### src/rtl/div_pkg.sv
`timescale 1ns/1ps
package div_pkg;
    localparam int unsigned QW_DEF = 16;
    localparam int unsigned SETUP_STEPS = 1;
    localparam int unsigned TAIL_STEPS = 2;

    typedef enum logic [2:0] {
        PH_IDLE,
        PH_SETUP,
        PH_ITER,
        PH_CHECK,
        PH_FIXUP
    } phase_e;

    typedef struct packed {
        logic neg_q;
        logic neg_r;
        logic pre_ovf;
        logic zero;
    } prep_flags_t;
endpackage

### src/rtl/div_prep.sv
`timescale 1ns/1ps
module div_prep #(
    parameter int unsigned QW = 16
) (
    input  logic [2*QW-1:0]     dvd,
    input  logic [QW-1:0]       dvs,
    input  logic                long_m,
    input  logic                sgn,
    output logic [2*QW-1:0]     amag,
    output logic [QW-1:0]       dmag,
    output div_pkg::prep_flags_t flags
);
    logic [2*QW-1:0] ext;
    logic            dneg;

    always_comb begin
        ext  = long_m ? dvd : {{QW{sgn & dvd[QW-1]}}, dvd[QW-1:0]};
        flags.neg_r = sgn & ext[2*QW-1];
        amag = flags.neg_r ? (~ext + 1'b1) : ext;
        dneg = sgn & dvs[QW-1];
        dmag = dneg ? (~dvs + 1'b1) : dvs;
        flags.neg_q   = flags.neg_r ^ dneg;
        flags.zero    = (dvs == '0);
        // magnitude quotient needs more than QW bits
        flags.pre_ovf = (amag[2*QW-1:QW] >= dmag);
    end
endmodule

### src/rtl/div_step.sv
`timescale 1ns/1ps
module div_step #(
    parameter int unsigned QW = 16
) (
    input  logic [QW-1:0] prem,
    input  logic [QW-1:0] qsr,
    input  logic [QW-1:0] dmag,
    output logic [QW-1:0] prem_n,
    output logic [QW-1:0] qsr_n,
    output logic          spill
);
    logic [QW:0] trial;
    logic [QW:0] diff;
    logic [QW:0] sel;
    logic        fits;

    always_comb begin
        trial  = {prem, qsr[QW-1]};
        fits   = (trial >= {1'b0, dmag});
        diff   = trial - {1'b0, dmag};
        sel    = fits ? diff : trial;
        prem_n = sel[QW-1:0];
        spill  = sel[QW];
        qsr_n  = {qsr[QW-2:0], fits};
    end
endmodule

### src/rtl/div_fixup.sv
`timescale 1ns/1ps
module div_fixup #(
    parameter int unsigned QW = 16
) (
    input  logic [QW-1:0] mq,
    input  logic [QW-1:0] mr,
    input  logic          neg_q,
    input  logic          neg_r,
    input  logic          sgn,
    output logic [QW-1:0] q,
    output logic [QW-1:0] r,
    output logic          range_ovf
);
    localparam logic [QW-1:0] MOST_NEG = {1'b1, {(QW-1){1'b0}}};

    always_comb begin
        range_ovf = sgn & (neg_q ? (mq > MOST_NEG) : mq[QW-1]);
        q = neg_q ? (~mq + 1'b1) : mq;
        r = neg_r ? (~mr + 1'b1) : mr;
    end
endmodule

### src/rtl/iter_divider.sv
`timescale 1ns/1ps
module iter_divider #(
    parameter int unsigned QW = div_pkg::QW_DEF
) (
    input  logic            clk,
    input  logic            rst,
    input  logic            start,
    input  logic            long_mode,
    input  logic            signed_mode,
    input  logic            step_en,
    input  logic [2*QW-1:0] dividend,
    input  logic [QW-1:0]   divisor,
    output logic            busy,
    output logic            done,
    output logic            div_zero,
    output logic            overflow,
    output logic [QW-1:0]   quotient,
    output logic [QW-1:0]   remainder
);
    import div_pkg::*;

    localparam int unsigned CW = $clog2(QW);
    localparam logic [CW-1:0] LAST_BIT = CW'(QW - 1);

    phase_e          ph;
    logic [CW-1:0]   cnt;
    logic [2*QW-1:0] dvd_r;
    logic [QW-1:0]   dvs_r;
    logic            long_r, sgn_r;
    logic [QW-1:0]   prem, qsr, dmag_r;
    logic            negq_r, negr_r, ovf_acc;

    logic [2*QW-1:0] amag;
    logic [QW-1:0]   dmag;
    prep_flags_t     pflags;
    logic [QW-1:0]   prem_n, qsr_n;
    logic            spill;
    logic [QW-1:0]   q_fix, r_fix;
    logic            range_ovf;

    div_prep #(.QW(QW)) u_prep (
        .dvd(dvd_r), .dvs(dvs_r), .long_m(long_r), .sgn(sgn_r),
        .amag(amag), .dmag(dmag), .flags(pflags)
    );

    div_step #(.QW(QW)) u_step (
        .prem(prem), .qsr(qsr), .dmag(dmag_r),
        .prem_n(prem_n), .qsr_n(qsr_n), .spill(spill)
    );

    div_fixup #(.QW(QW)) u_fix (
        .mq(qsr), .mr(prem), .neg_q(negq_r), .neg_r(negr_r), .sgn(sgn_r),
        .q(q_fix), .r(r_fix), .range_ovf(range_ovf)
    );

    always_ff @(posedge clk) begin
        if (rst) begin
            ph        <= PH_IDLE;
            cnt       <= '0;
            dvd_r     <= '0;
            dvs_r     <= '0;
            long_r    <= 1'b0;
            sgn_r     <= 1'b0;
            prem      <= '0;
            qsr       <= '0;
            dmag_r    <= '0;
            negq_r    <= 1'b0;
            negr_r    <= 1'b0;
            ovf_acc   <= 1'b0;
            done      <= 1'b0;
            div_zero  <= 1'b0;
            overflow  <= 1'b0;
            quotient  <= '0;
            remainder <= '0;
        end else if (start) begin
            dvd_r    <= dividend;
            dvs_r    <= divisor;
            long_r   <= long_mode;
            sgn_r    <= signed_mode;
            ph       <= PH_SETUP;
            done     <= 1'b0;
            div_zero <= 1'b0;
            overflow <= 1'b0;
        end else if (step_en) begin
            unique case (ph)
                PH_SETUP: begin
                    if (pflags.zero) begin
                        div_zero <= 1'b1;
                        done     <= 1'b1;
                        ph       <= PH_IDLE;
                    end else begin
                        prem    <= amag[2*QW-1:QW];
                        qsr     <= amag[QW-1:0];
                        dmag_r  <= dmag;
                        negq_r  <= pflags.neg_q;
                        negr_r  <= pflags.neg_r;
                        ovf_acc <= pflags.pre_ovf;
                        cnt     <= '0;
                        ph      <= PH_ITER;
                    end
                end
                PH_ITER: begin
                    prem    <= prem_n;
                    qsr     <= qsr_n;
                    ovf_acc <= ovf_acc | spill;
                    cnt     <= cnt + 1'b1;
                    if (cnt == LAST_BIT) ph <= PH_CHECK;
                end
                PH_CHECK: begin
                    ovf_acc <= ovf_acc | range_ovf;
                    ph      <= PH_FIXUP;
                end
                PH_FIXUP: begin
                    quotient  <= q_fix;
                    remainder <= r_fix;
                    overflow  <= ovf_acc;
                    done      <= 1'b1;
                    ph        <= PH_IDLE;
                end
                default: ph <= PH_IDLE;
            endcase
        end
    end

    assign busy = (ph != PH_IDLE);
endmodule

### config.mk
export PLATFORM = sky130hd
export DESIGN_NAME = iter_divider
export DESIGN_NICKNAME = d
export VERILOG_FILES = /design/src/rtl/div_pkg.sv /design/src/rtl/div_prep.sv /design/src/rtl/div_step.sv /design/src/rtl/div_fixup.sv /design/src/rtl/iter_divider.sv
export SDC_FILE = /design/constraint.sdc
export NUM_CORES = 1
export LEC_CHECK = 0
export ABC_AREA = 1
export CAP_MARGIN = 0
export CORE_MARGIN = 4
export CORE_UTILIZATION = 60
export CTS_CLUSTER_DIAMETER = 150
export DETAILED_ROUTE_END_ITERATION = 10
export DONT_BUFFER_PORTS = 1
export PLACE_DENSITY = 0.74
export SLEW_MARGIN = 20
export SYNTH_ARGS = -nofsm -noshare
export SYNTH_HDL_FRONTEND = slang
export SYNTH_SLANG_ARGS = --single-unit
### constraint.sdc
create_clock -name clk -period 6.1 [get_ports clk]
set_input_delay 0 -clock clk [delete_from_list [all_inputs] [get_ports clk]]
set_output_delay 0 -clock clk [all_outputs]
set_load 0.02 [all_outputs]
==> impl_metrics.ini <==
[synth]
yosys_warnings = 0
syn_area_sq_mm = 0.00888
synth_area_leaders = dfxtp_1 32%, nand2_1 12%, inv_1 7.4%, nor2_1 6.1%, o21ai_0 6.1%
synth-seq-cells = 143
synth-seq-area-share = 0.322
synthCells = 1316
synth_common_cells = 284 x nand2_1, 175 x inv_1, 144 x nor2_1
synthArstFlopShare = 0
avgSynthCellArea_sq_um = 6.75
synth.top_cell.area_share = 0.322
syn-num-nets = 1408
ys.flop_type = dfxtp_1
synth_cell_types = 54
synth_top_area_cell = dfxtp_1
synth-edff-count = 0
synth_most_common_cell = nand2_1

[sta]
finalMaxSlewViolations = 0
finalClockSkew_ns = 0.0128
fmax_ghz = 0.290
holdWs_ns = 0.0283
tns_ns = 0
rsz0062_at_grt = no
period_share = 0.565
period_minus_slack_ns = 3.45
hold_viol = 0
worstMarginPinSlew_ns = 0.981
slew-limit-headroom = 0.344
setup_viol = 0

[power_and_ir_drop]
power.leakage_uw = 0.00467
power_uw = 2480
vdd_drop_max_mv = 0.198
p_per_area_mw_per_mm2 = 249

[clocking]
cts_made_buffers = 17
cts_htree_levels = 4
clock_latency_ns = 0.43
clock_sinks = 143
cts_buffer_depth = 2
cts_tree = built
cts.reportedPaths.clkPinSlew_ns = 0.06
cts_root_buffer = clkbuf_16

[global_route]
grt_pass1_wl_um = 38900
grt_max_degree = 73
antenna_found_initial = 0
grt_usage = 0.290
grt.overflow.total = 0
grt_pass1_vias = 7878

[drt]
viasPerCell = 5.57
ant_nets = 0
wl_met3_um = 1770
drt-pass1-iter-count = 5
drt-met1-wl_um = 10800
routed.top_layer = met4
wirelength_um = 23900
vias = 8552
drt-initial-drc-count = 732
met2WireLength_um = 10900
drc = 0
post_drt_wl_per_cell_um = 15.6

[layout]
fin_util = 0.687
nets = 1432
fill_cells = 1304
drive_gt1_frac = 0.0630
syn_to_final_growth_pct = 12.3
antennaDiodeCount = 0
fin_cells = 1534

[die]
ios = 90
die_h_um = 130
dieArea_sq_mm = 0.0168
coreArea_sq_mm = 0.0145
initial_core_util = 0.611
rows = 44
die_w_um = 130

[worst_setup_path]
cp_common_cell = nand2_1
cpMaxStageDelayCell = dfxtp_1
start_kind = flop
cp_slowest_stage_delay_ns = 0.72
cp_max_fo = 17
crit_chain = inv_2 > nand3_4 > nand2_1 > nor2_1 > nand2_1 > nor2_1 > nand3_1 > xor2_1 > a21boi_0 > ha_1 > nand2_1 > inv_1 > nand3_1 > nor3_1 > nand3_1 > nand3_1 > nand2_1 > nand2_1 > nand2_1 > a21oi_1
worst_ep_required_time_ns = 6.44
endpoint_kind = flop
critPathArrivalTime_ns = 3.79
r2r_cells = 20
path_class = reg -> reg

[hold_path]
min_path_cells = 3
hold_path_class = in -> reg

[flow_run]
max-cap-violations = 0

[placement]
dp_hpwl_um = 17200
io_buffers = 0
dp_cells = 1452
gp_congestion = 0.936

[run_status]
status = complete, no violations
-- through the flow --
stage               area, sq um  worst slack, ns
floorplan                  8880             3.56
global placement           8870             2.83
detailed placement         8870             2.72
CTS                        9970             2.69
global route               9980             2.36
finish                     9980             2.65
-- placed cells by master, fill, tap and decap left out, types with 7 or more instances in the layout --
cell,instances
nor3_1,13
o21ai_1,7
nor2_2,9
a21oi_1,77
nand2_1,284
nor2_1,143
dlygate4sd3_1,53
nand2_2,9
nand4_1,11
xor2_1,45
clkbuf_16,17
inv_1,174
o21ai_0,108
o211ai_1,18
xnor2_1,16
nand3_1,62
o22ai_1,18
ha_1,37
o221ai_1,13
dfxtp_1,143
inv_2,13
a31oi_1,16
-- state kept, by name, summed over array words and instances, names as in the netlist --
signal / count
dvd_r: 32
dmag_r: 16
dvs_r: 16
prem: 16
qsr: 16
quotient: 16
remainder: 16
cnt: 4
ph: 3
div_zero: 1
done: 1
long_r: 1
negq_r: 1
negr_r: 1
overflow: 1
ovf_acc: 1
sgn_r: 1
-- final timing paths --
check | slack, ns | start | to
setup / recovery | 2.65 | long_r$_SDFFE_PP0P_ | ovf_acc$_SDFFE_PP0P_
hold reg to reg | 0.48 | ovf_acc$_SDFFE_PP0P_ | ovf_acc$_SDFFE_PP0P_
hold / removal | 0.03 | rst | qsr[4]$_SDFFE_PP0P_
setup reg to reg | 2.65 | long_r$_SDFFE_PP0P_ | ovf_acc$_SDFFE_PP0P_
-- per-layer routing --
layer  GRT usage  vias up
met3      0.0569       42
li1            -     4323
met4      0.0868        0
met2       0.461      310
met5           0        -
met1       0.400     3877
-- worst max-delay path: cells and delay by family (launching register included) --
kind | cells | cell delay [ns]
flops | 1 | 0.72
fa+ha+maj | 1 | 0.30
xor+xnor | 1 | 0.18
buf+inv | 2 | 0.18
compound gates | 2 | 0.22
simple gates | 14 | 1.77
-- repair_timing --
item                                   CTS  global route
setup buffers                            0             0
endpoints found under the hold margin   75             0
setup endpoints to repair                0             0
resized for setup                        0             0
hold buffers                            53             0
-- report_power, final --
part	internal, uW	switching (uW)
Clock	618	409
Combinational	162	289
Sequential	968	34.8
Total	1750	732
-- area by class of cell --
class,instances,area [sq um],area share
Clock buffer,20,457,0.0458
Clock inverter,9,111,0.0112
Inverter,190,717,0.0718
Multi-Input combinational cell,933,5050,0.507
Sequential cell,143,2860,0.287
Tap cell,184,230,0.0231
Timing Repair Buffer,55,546,0.0547
-- logic make-up (layout without fill, tap and decap cells) --
logic type / after synthesis / after routing / synth area share
AND/OR/NAND/NOR: 557 / 557 / 0.273
flip-flops: 143 / 143 / 0.322
adder cells (fa/ha/maj): 38 / 38 / 0.0544
AO/OA/AOI/OAI: 276 / 276 / 0.178
XOR/XNOR: 62 / 62 / 0.0620
buffers and inverters: 240 / 274 / 0.110
(Power assumes the default switching activity.)
